## src/rtl/pwgate_pkg.sv

```systemverilog
package pwgate_pkg;

    typedef enum logic [1:0] {
        LV_NONE = 2'd0,
        LV_LOW  = 2'd1,
        LV_HIGH = 2'd2
    } level_e;

    typedef enum logic [2:0] {
        RT_MEM,
        RT_PWE,
        RT_TSEL,
        RT_PWSTORE,
        RT_CFG,
        RT_BLOCK
    } route_e;

    typedef enum logic [2:0] {
        ST_IDLE,
        ST_MEM_RD,
        ST_MEM_LATCH,
        ST_MEM_WR,
        ST_RESP
    } state_e;

endpackage

```

## src/rtl/pwgate_regs.sv

```systemverilog
module pwgate_regs
    import pwgate_pkg::*;
#(
    parameter int                    PW_BYTES  = 4,
    parameter logic [8*PW_BYTES-1:0] PW1_INIT  = 32'h1357_9BDF,
    parameter logic [8*PW_BYTES-1:0] PW2_INIT  = 32'h2468_ACE0,
    parameter logic [7:0]            TSEL_INIT = 8'h00,
    localparam int                   IDX_W     = $clog2(2*PW_BYTES)
) (
    input  logic             clk,
    input  logic             rst_n,
    input  logic             wr_en,
    input  route_e           sel_route,
    input  logic [IDX_W-1:0] sel_idx,
    input  logic [7:0]       wdata,
    output logic [7:0]       rd_data,
    output logic [7:0]       tsel,
    output logic             relocate,
    output level_e           level
);

    localparam int PI_W = $clog2(PW_BYTES);

    logic [7:0] pwe [PW_BYTES];
    logic [7:0] pw1 [PW_BYTES];
    logic [7:0] pw2 [PW_BYTES];
    logic [7:0] cfg;
    logic [7:0] tsel_q;
    logic       hit_low;
    logic       hit_high;

    always_ff @(posedge clk or negedge rst_n) begin
        if (!rst_n) begin
            for (int i = 0; i < PW_BYTES; i++) begin
                pwe[i] <= 8'hFF;
                pw1[i] <= PW1_INIT[8*(PW_BYTES-1-i) +: 8];
                pw2[i] <= PW2_INIT[8*(PW_BYTES-1-i) +: 8];
            end
            cfg    <= 8'h00;
            tsel_q <= TSEL_INIT;
        end else if (wr_en) begin
            case (sel_route)
                RT_PWE:  pwe[sel_idx[PI_W-1:0]] <= wdata;
                RT_TSEL: tsel_q <= wdata;
                RT_CFG:  cfg <= wdata;
                RT_PWSTORE: begin
                    if (sel_idx[PI_W]) pw2[sel_idx[PI_W-1:0]] <= wdata;
                    else               pw1[sel_idx[PI_W-1:0]] <= wdata;
                end
                default: ;
            endcase
        end
    end

    always_comb begin
        hit_low  = 1'b1;
        hit_high = 1'b1;
        for (int i = 0; i < PW_BYTES; i++) begin
            if (pwe[i] != pw1[i]) hit_low  = 1'b0;
            if (pwe[i] != pw2[i]) hit_high = 1'b0;
        end
    end

    always_comb begin
        if (hit_high)     level = LV_HIGH;
        else if (hit_low) level = LV_LOW;
        else              level = LV_NONE;
    end

    always_comb begin
        case (sel_route)
            RT_PWE:     rd_data = 8'h00;
            RT_TSEL:    rd_data = tsel_q;
            RT_CFG:     rd_data = cfg;
            RT_PWSTORE: rd_data = sel_idx[PI_W] ? pw2[sel_idx[PI_W-1:0]]
                                                : pw1[sel_idx[PI_W-1:0]];
            default:    rd_data = 8'hFF;
        endcase
    end

    assign tsel     = tsel_q;
    assign relocate = cfg[0];

    AST_LEVEL_STEADY: assert property (@(posedge clk) disable iff (!rst_n)
        !wr_en |=> $stable(level));

    AST_TSEL_HOLDS: assert property (@(posedge clk) disable iff (!rst_n)
        !wr_en |=> $stable(tsel));

endmodule

```

## src/rtl/pwgate_decode.sv

```systemverilog
module pwgate_decode
    import pwgate_pkg::*;
#(
    parameter int                    NUM_TBL     = 8,
    parameter logic [NUM_TBL-1:0]    TBL_PRESENT = 8'hF6,
    parameter logic [2*NUM_TBL-1:0]  TBL_RD_LVL  = 16'h5524,
    parameter logic [2*NUM_TBL-1:0]  TBL_WR_LVL  = 16'hA624,
    parameter int                    PW_BYTES    = 4,
    parameter logic [7:0]            PWE_BASE    = 8'h7B,
    parameter logic [7:0]            TSEL_ADDR   = 8'h7F,
    parameter int                    PW_TABLE    = 2,
    parameter logic [7:0]            PW_OFS      = 8'h80,
    parameter logic [7:0]            CFG_OFS     = 8'h88,
    parameter int                    HOME_TABLE  = 1,
    parameter int                    ALT_TABLE   = 5,
    parameter logic [7:0]            ALT_LO      = 8'hF8,
    localparam int                   IDX_W       = $clog2(2*PW_BYTES)
) (
    input  logic [7:0]       addr,
    input  logic             write,
    input  logic [7:0]       tsel,
    input  logic             relocate,
    input  level_e           level,
    output route_e           route,
    output logic [7:0]       table_id,
    output logic             lower,
    output logic [IDX_W-1:0] idx
);

    localparam int         TSEL_W   = $clog2(NUM_TBL);
    localparam logic [7:0] PWE_LAST = 8'(int'(PWE_BASE) + PW_BYTES - 1);
    localparam logic [7:0] PW_LAST  = 8'(int'(PW_OFS) + 2*PW_BYTES - 1);

    logic [TSEL_W-1:0] tidx;
    logic [1:0]        need;
    logic [1:0]        lv_bits;
    logic              in_range;
    logic              allowed;
    logic              usable;
    logic              in_alt;
    logic              is_pw_tbl;

    assign tidx      = tsel[TSEL_W-1:0];
    assign lv_bits   = level;
    assign in_range  = int'(tsel) < NUM_TBL;
    assign in_alt    = addr >= ALT_LO;
    assign is_pw_tbl = tsel == 8'(PW_TABLE);

    always_comb begin
        need = write ? TBL_WR_LVL[2*tidx +: 2] : TBL_RD_LVL[2*tidx +: 2];
        allowed = in_range && TBL_PRESENT[tidx] && (lv_bits >= need);
    end

    always_comb begin
        usable = 1'b1;
        if (tsel == 8'(ALT_TABLE)) begin
            usable = relocate && in_alt;
        end else if (tsel == 8'(HOME_TABLE)) begin
            usable = !(relocate && in_alt);
        end
    end

    always_comb begin
        route    = RT_BLOCK;
        table_id = tsel;
        lower    = 1'b0;
        idx      = '0;
        if (!addr[7]) begin
            lower    = 1'b1;
            table_id = 8'h00;
            if (addr >= PWE_BASE && addr <= PWE_LAST) begin
                route = RT_PWE;
                idx   = IDX_W'(addr - PWE_BASE);
            end else if (addr == TSEL_ADDR) begin
                route = RT_TSEL;
            end else begin
                route = RT_MEM;
            end
        end else begin
            if (tsel == 8'(ALT_TABLE)) table_id = 8'(HOME_TABLE);
            if (allowed && usable) begin
                if (is_pw_tbl && addr >= PW_OFS && addr <= PW_LAST) begin
                    route = RT_PWSTORE;
                    idx   = IDX_W'(addr - PW_OFS);
                end else if (is_pw_tbl && addr == CFG_OFS) begin
                    route = RT_CFG;
                end else begin
                    route = RT_MEM;
                end
            end
        end
    end

endmodule

```

## src/rtl/pwgate_regmap.sv

```systemverilog
module pwgate_regmap
    import pwgate_pkg::*;
#(
    parameter int                    NUM_TBL     = 8,
    parameter logic [NUM_TBL-1:0]    TBL_PRESENT = 8'hF6,
    parameter logic [2*NUM_TBL-1:0]  TBL_RD_LVL  = 16'h5524,
    parameter logic [2*NUM_TBL-1:0]  TBL_WR_LVL  = 16'hA624,
    parameter int                    PW_BYTES    = 4,
    parameter logic [8*PW_BYTES-1:0] PW1_INIT    = 32'h1357_9BDF,
    parameter logic [8*PW_BYTES-1:0] PW2_INIT    = 32'h2468_ACE0,
    parameter logic [7:0]            TSEL_INIT   = 8'h00,
    parameter logic [7:0]            PWE_BASE    = 8'h7B,
    parameter logic [7:0]            TSEL_ADDR   = 8'h7F,
    parameter int                    PW_TABLE    = 2,
    parameter logic [7:0]            PW_OFS      = 8'h80,
    parameter logic [7:0]            CFG_OFS     = 8'h88,
    parameter int                    HOME_TABLE  = 1,
    parameter int                    ALT_TABLE   = 5,
    parameter logic [7:0]            ALT_LO      = 8'hF8
) (
    input  logic       clk,
    input  logic       rst_n,
    input  logic       req_valid,
    input  logic       req_write,
    input  logic [7:0] req_addr,
    input  logic [7:0] req_wdata,
    output logic       req_ready,
    output logic       resp_valid,
    output logic [7:0] resp_rdata,
    output logic       mem_en,
    output logic       mem_we,
    output logic       mem_lower,
    output logic [7:0] mem_table,
    output logic [7:0] mem_addr,
    output logic [7:0] mem_wdata,
    input  logic [7:0] mem_rdata
);

    localparam int IDX_W  = $clog2(2*PW_BYTES);
    localparam int TSEL_W = $clog2(NUM_TBL);

    state_e           state_q, state_d;
    route_e           dec_route;
    logic [7:0]       dec_table;
    logic             dec_lower;
    logic [IDX_W-1:0] dec_idx;
    logic [7:0]       tsel;
    logic             relocate;
    level_e           level;
    logic [7:0]       reg_rd;
    logic             accept;
    logic             reg_wr;

    route_e           tx_route;
    logic             tx_rd;
    logic [7:0]       tx_table;
    logic             tx_lower;
    logic [7:0]       tx_addr;
    logic [7:0]       tx_wdata;
    logic [7:0]       rdata_q;

    assign accept = (state_q == ST_IDLE) && req_valid;
    assign reg_wr = accept && req_write &&
                    (dec_route inside {RT_PWE, RT_TSEL, RT_PWSTORE, RT_CFG});

    pwgate_decode #(
        .NUM_TBL    (NUM_TBL),
        .TBL_PRESENT(TBL_PRESENT),
        .TBL_RD_LVL (TBL_RD_LVL),
        .TBL_WR_LVL (TBL_WR_LVL),
        .PW_BYTES   (PW_BYTES),
        .PWE_BASE   (PWE_BASE),
        .TSEL_ADDR  (TSEL_ADDR),
        .PW_TABLE   (PW_TABLE),
        .PW_OFS     (PW_OFS),
        .CFG_OFS    (CFG_OFS),
        .HOME_TABLE (HOME_TABLE),
        .ALT_TABLE  (ALT_TABLE),
        .ALT_LO     (ALT_LO)
    ) u_decode (
        .addr    (req_addr),
        .write   (req_write),
        .tsel    (tsel),
        .relocate(relocate),
        .level   (level),
        .route   (dec_route),
        .table_id(dec_table),
        .lower   (dec_lower),
        .idx     (dec_idx)
    );

    pwgate_regs #(
        .PW_BYTES (PW_BYTES),
        .PW1_INIT (PW1_INIT),
        .PW2_INIT (PW2_INIT),
        .TSEL_INIT(TSEL_INIT)
    ) u_regs (
        .clk      (clk),
        .rst_n    (rst_n),
        .wr_en    (reg_wr),
        .sel_route(dec_route),
        .sel_idx  (dec_idx),
        .wdata    (req_wdata),
        .rd_data  (reg_rd),
        .tsel     (tsel),
        .relocate (relocate),
        .level    (level)
    );

    // state register
    always_ff @(posedge clk or negedge rst_n) begin
        if (!rst_n) state_q <= ST_IDLE;
        else        state_q <= state_d;
    end

    // next-state logic
    always_comb begin
        state_d = state_q;
        unique case (state_q)
            ST_IDLE: begin
                if (req_valid) begin
                    if (dec_route == RT_MEM) state_d = req_write ? ST_MEM_WR : ST_MEM_RD;
                    else                     state_d = ST_RESP;
                end
            end
            ST_MEM_RD:    state_d = ST_MEM_LATCH;
            ST_MEM_LATCH: state_d = ST_RESP;
            ST_MEM_WR:    state_d = ST_RESP;
            ST_RESP:      state_d = ST_IDLE;
            default:      state_d = ST_IDLE;
        endcase
    end

    // outputs
    always_comb begin
        req_ready  = (state_q == ST_IDLE);
        mem_en     = (state_q == ST_MEM_RD);
        mem_we     = (state_q == ST_MEM_WR);
        resp_valid = (state_q == ST_RESP);
        resp_rdata = rdata_q;
        mem_lower  = tx_lower;
        mem_table  = tx_table;
        mem_addr   = tx_addr;
        mem_wdata  = tx_wdata;
    end

    // transaction capture
    always_ff @(posedge clk or negedge rst_n) begin
        if (!rst_n) begin
            tx_route <= RT_BLOCK;
            tx_rd    <= 1'b0;
            tx_table <= 8'h00;
            tx_lower <= 1'b0;
            tx_addr  <= 8'h00;
            tx_wdata <= 8'h00;
            rdata_q  <= 8'h00;
        end else if (accept) begin
            tx_route <= dec_route;
            tx_rd    <= !req_write;
            tx_table <= dec_table;
            tx_lower <= dec_lower;
            tx_addr  <= req_addr;
            tx_wdata <= req_wdata;
            rdata_q  <= req_write ? 8'h00 : reg_rd;
        end else if (state_q == ST_MEM_LATCH) begin
            rdata_q  <= mem_rdata;
        end
    end

    AST_RESP_SINGLE: assert property (@(posedge clk) disable iff (!rst_n)
        resp_valid |=> !resp_valid);

    AST_RD_PULSE: assert property (@(posedge clk) disable iff (!rst_n)
        mem_en |=> !mem_en && !mem_we);

    AST_MEM_PRESENT: assert property (@(posedge clk) disable iff (!rst_n)
        (mem_en || mem_we) && !mem_lower |->
        (int'(mem_table) < NUM_TBL) && TBL_PRESENT[mem_table[TSEL_W-1:0]]);

    AST_PW_TABLE_HIGH: assert property (@(posedge clk) disable iff (!rst_n)
        (mem_en || mem_we) && !mem_lower && (mem_table == 8'(PW_TABLE)) |->
        level == LV_HIGH);

    AST_PWE_READS_ZERO: assert property (@(posedge clk) disable iff (!rst_n)
        resp_valid && tx_rd && (tx_route == RT_PWE) |-> resp_rdata == 8'h00);

    AST_BLOCK_READS_FF: assert property (@(posedge clk) disable iff (!rst_n)
        resp_valid && tx_rd && (tx_route == RT_BLOCK) |-> resp_rdata == 8'hFF);

endmodule

```

## config.mk

```make
export PLATFORM = sky130hd
export DESIGN_NAME = pwgate_regmap
export DESIGN_NICKNAME = d
export VERILOG_FILES = /design/src/rtl/pwgate_pkg.sv /design/src/rtl/pwgate_regs.sv /design/src/rtl/pwgate_decode.sv /design/src/rtl/pwgate_regmap.sv
export SDC_FILE = /design/constraint.sdc
export NUM_CORES = 1
export LEC_CHECK = 0
export ABC_AREA = 1
export CAP_MARGIN = 15
export CELL_PAD_IN_SITES_DETAIL_PLACEMENT = 1
export CELL_PAD_IN_SITES_GLOBAL_PLACEMENT = 1
export CORE_ASPECT_RATIO = 2
export CORE_MARGIN = 10
export CORE_UTILIZATION = 47
export DETAILED_ROUTE_END_ITERATION = 8
export PLACE_DENSITY_LB_ADDON = 0.1
export SLEW_MARGIN = 20
export SYNTH_ARGS = -nofsm -noshare
export SYNTH_HDL_FRONTEND = slang
export SYNTH_SLANG_ARGS = --single-unit
```

## constraint.sdc

```tcl
create_clock -name clk -period 6.15 [get_ports clk]
set_input_delay 1.23 -clock clk [delete_from_list [all_inputs] [get_ports clk]]
set_output_delay 1.23 -clock clk [all_outputs]
set_load 0.01 [all_outputs]
```

==> results.json <==
{
  "outcome": "finished, final reports clean",
  "grt-ovfl-total": 0,
  "reg2reg_from": "u_regs.pwe[10]",
  "cts_buffers": 17,
  "synth_area_per_cell_um2": 7.53,
  "multi_input_area_um2": 3870,
  "wirelength_mm": 29.6,
  "synth_cell_types": 48,
  "cts_sinks": 148,
  "cts.path.max_buffers": 2,
  "netlist_instances": 1115,
  "worst_pin_slew_ps": 1020,
  "fillerInstances": 2214,
  "cp_slowest_stage_delay_ps": 580,
  "root_buffer": "clkbuf_16",
  "cp_common_cell": "nand2_1",
  "die_height_um": 209,
  "floorplan.initialDensity_pct": 47.5,
  "hold_buffers": 0,
  "clk_pin_slew_ps": 70,
  "powerDensity_nw_per_um2": 305,
  "cts_tree": "built",
  "critPathLaunch": "u_regs.pwe[10]",
  "crit_fanout": 36,
  "placementRows": 69,
  "netlist_area_um2": 8400,
  "fin_crit_sh_pct": 79.2,
  "worst_r2r_path_depth": 24,
  "dp_cells": 1356,
  "fin_ws_ps": 1280,
  "hold_violations": 0,
  "crit_cells": 24,
  "drc": 0,
  "leakage_nw": 4.77,
  "endpoint": "u_regs.pw2[25]",
  "yosysTopAreaCell": "dfrtp_1",
  "fp.dieW_um": 115,
  "syn2layout_area_growth_pct": 16.8,
  "crit_type": "reg2reg",
  "avgViaCountPerCell": 5.58,
  "startpoint_type": "flip-flop",
  "antenna_found_initial": 0,
  "cap_violations": 0,
  "ys_warn_count": 0,
  "ioPinCount": 65,
  "r2r_slack_ps": 1280,
  "fmax_mhz": 205,
  "syn_nets": 1149,
  "n_antenna_cell": 0,
  "layout.nets": 1196,
  "sequential_cell_area_um2": 3780,
  "post-cts-setup-buffers": 0,
  "path_buf_inv": 2,
  "yosysSeqAreaShare_pct": 45.0,
  "fp.coreArea_um2": 17700,
  "path_delay_family": "simple AND/OR/NAND/NOR gates",
  "grt_pass1_vias": 8355,
  "firstDrtPassIters": 5,
  "wl_per_cell_um": 21.3,
  "drtIter0Drc": 393,
  "period_needed_ps": 4870,
  "synth-seq-cells": 148,
  "ant_nets": 0,
  "dieArea_um2": 23900,
  "end_kind": "flip-flop",
  "ir_drop_mv": 0.196,
  "finalSetupViolations": 0,
  "io_buffers": 64,
  "grt_max_degree": 97,
  "crit_required_ps": 6470,
  "path_cells": "inv_1 -> nand2_1 -> nand4_1 -> nor4_1 -> nand2_1 -> nor3_1 -> nand3b_1 -> ha_1 -> o21ai_0 -> nand2_1 -> nand2_1 -> nor2_2 -> nand2_2 -> nor2_2 -> inv_1 -> nand2_1 -> nor2b_2 -> nand2_4 -> a21boi_2 -> nand2_1 -> nor2_8 -> nand2_2 -> nand2_1 -> nand2_1",
  "r2r_end": "u_regs.pw2[25]",
  "htree_num_levels": 4,
  "synthFlopType": "dfrtp_1",
  "slew_violations": 0,
  "final_cells": 1388,
  "async_flop_share_pct": 100,
  "finalPower_mw": 2.99,
  "cts_resized": 0,
  "fin_tns_setup_ps": 0,
  "dp_hpwl_mm": 21.5,
  "min_path_cells": 2,
  "hp-class": "reg2reg",
  "holdWs_ps": 477,
  "place_ws_ps": 1110,
  "vias": 7746,
  "rsz0062_at_grt": "false",
  "clk_latency_ps": 440,
  "place_congestion": 0.944,
  "drive_above_1_share_pct": 12.6,
  "synth_edf_count": 0,
  "synth_top_area_share_pct": 25.0,
  "synth_top_cells_by_area": "dfrtp_1 (25%), dfstp_2 (20%), nand2_1 (18%), inv_1 (5.3%), nand3_1 (5.1%)",
  "grt_pass1_wl_mm": 46.5,
  "arrival_ps": 5190,
  "fin_skew_ps": 7.20,
  "relSlewSlack_pct": 31.4,
  "grtUsageTotal_pct": 25.3,
  "cp_slowest_cell": "dfstp_2"
}
[Yosys cell counts, types with 6 or more instances]
| cell type | count |
|---|---|
| xnor2_1 | 24 |
| dfstp_2 | 64 |
| o21ai_1 | 28 |
| ha_1 | 6 |
| nor2_1 | 60 |
| nand2_2 | 7 |
| nand3b_1 | 6 |
| dfrtp_1 | 84 |
| clkbuf_1 | 21 |
| o21ai_0 | 75 |
| nor4_1 | 6 |
| buf_6 | 8 |
| inv_2 | 9 |
| nand4_1 | 17 |
| nand2_1 | 399 |
| nand3_1 | 86 |
| a21oi_1 | 24 |
| xor2_1 | 8 |
| nor2_4 | 10 |
| buf_2 | 6 |
| inv_1 | 119 |
[where the power goes]
group	switching, mW	total, mW	leakage (nW)	internal (mW)
clock	0.454	1.26	0.338	0.810
sequential	0.0746	1.17	1.72	1.09
combinational	0.306	0.554	2.72	0.248
[registers in the layout, indices dropped and copies added, names as in the netlist]
signal / flops
mem_addr: 8
mem_lower: 1
mem_table: 8
mem_wdata: 8
resp_rdata: 8
state_q: 3
u_regs.cfg: 8
u_regs.pw1: 32
u_regs.pw2: 32
u_regs.pwe: 32
u_regs.tsel: 8
[cell families after synthesis]
family | Yosys count | share of synthesized area, %
and+or+nand+nor | 611 | 32.6
buffers and inverters | 174 | 8.89
DFF | 148 | 45.0
AOI/OAI and AO/OA | 144 | 9.26
xor gates and xnor gates | 32 | 3.34
adders and majority gates | 6 | 0.894
[metal layers]
metal	part of all wire (%)	track usage (%)	up-vias
met2	53	44.8	186
met1	35	25.2	3828
met4	7.9	19.1	0
met3	3.5	4.25	109
li1	-	-	3623
met5	0	0	-
[cell type report]
| class | instances | share of cell area (%) |
|---|---|---|
| inverter | 133 | 5.17 |
| sequential | 148 | 38.6 |
| clock inverter | 14 | 2.78 |
| multi-input combinational | 793 | 39.5 |
| tap | 213 | 2.72 |
| clock buffer | 18 | 4.38 |
| timing repair buffer | 69 | 6.93 |
[placed cells by master, fill, tap and decap left out, types with 2 or more instances in the layout]
master and n:
nand2_1 399, inv_1 119, nand3_1 86, dfrtp_1 84
o21ai_0 75, dfstp_2 64, clkdlybuf4s50_1 63, nor2_1 60
o21ai_1 28, a21oi_1 24, xnor2_1 24, nand4_1 17
clkbuf_16 17, nor2_4 10, inv_2 9, xor2_1 8
nand2_2 7, bufinv_16 7, nand3b_1 6, nor4_1 6
ha_1 6, nor3_1 5, o22ai_1 5, buf_4 5
inv_4 3, nor2_8 3, inv_6 3, nand2_4 2
clkinv_1 2, a32o_1 2, a221oi_1 2, nor2_2 2
clkinv_4 2
[how the worst min path moves through the flow]
stage,to,slack [ps],from
6_report,mem_addr[7],480,mem_addr[7]
5_1_grt,u_regs.pw2[11],500,u_regs.pw2[11]
4_1_cts,u_regs.pw2[15],480,u_regs.pw2[15]
3_5_place_dp,mem_addr[7],470,mem_addr[7]
3_3_place_gp,u_regs.pw2[11],460,u_regs.pw2[11]
2_1_floorplan,u_regs.pw2[10],450,u_regs.pw2[10]
[per-stage QoR]
stage / utilization, % / cell area (um^2)
6_report: 55.4 / 9810
3_5_place_dp: 51.5 / 9110
3_3_place_gp: 51.5 / 9110
4_1_cts: 55.4 / 9810
5_1_grt: 55.4 / 9810
2_1_floorplan: - / 8400
[tightest hold or removal path: stages (launching register included)]
cell     delay (ps)
dfrtp_1         340
nand2_1          50
nand2_1          50
No activity file was read; power rests on OpenSTA's default activity.
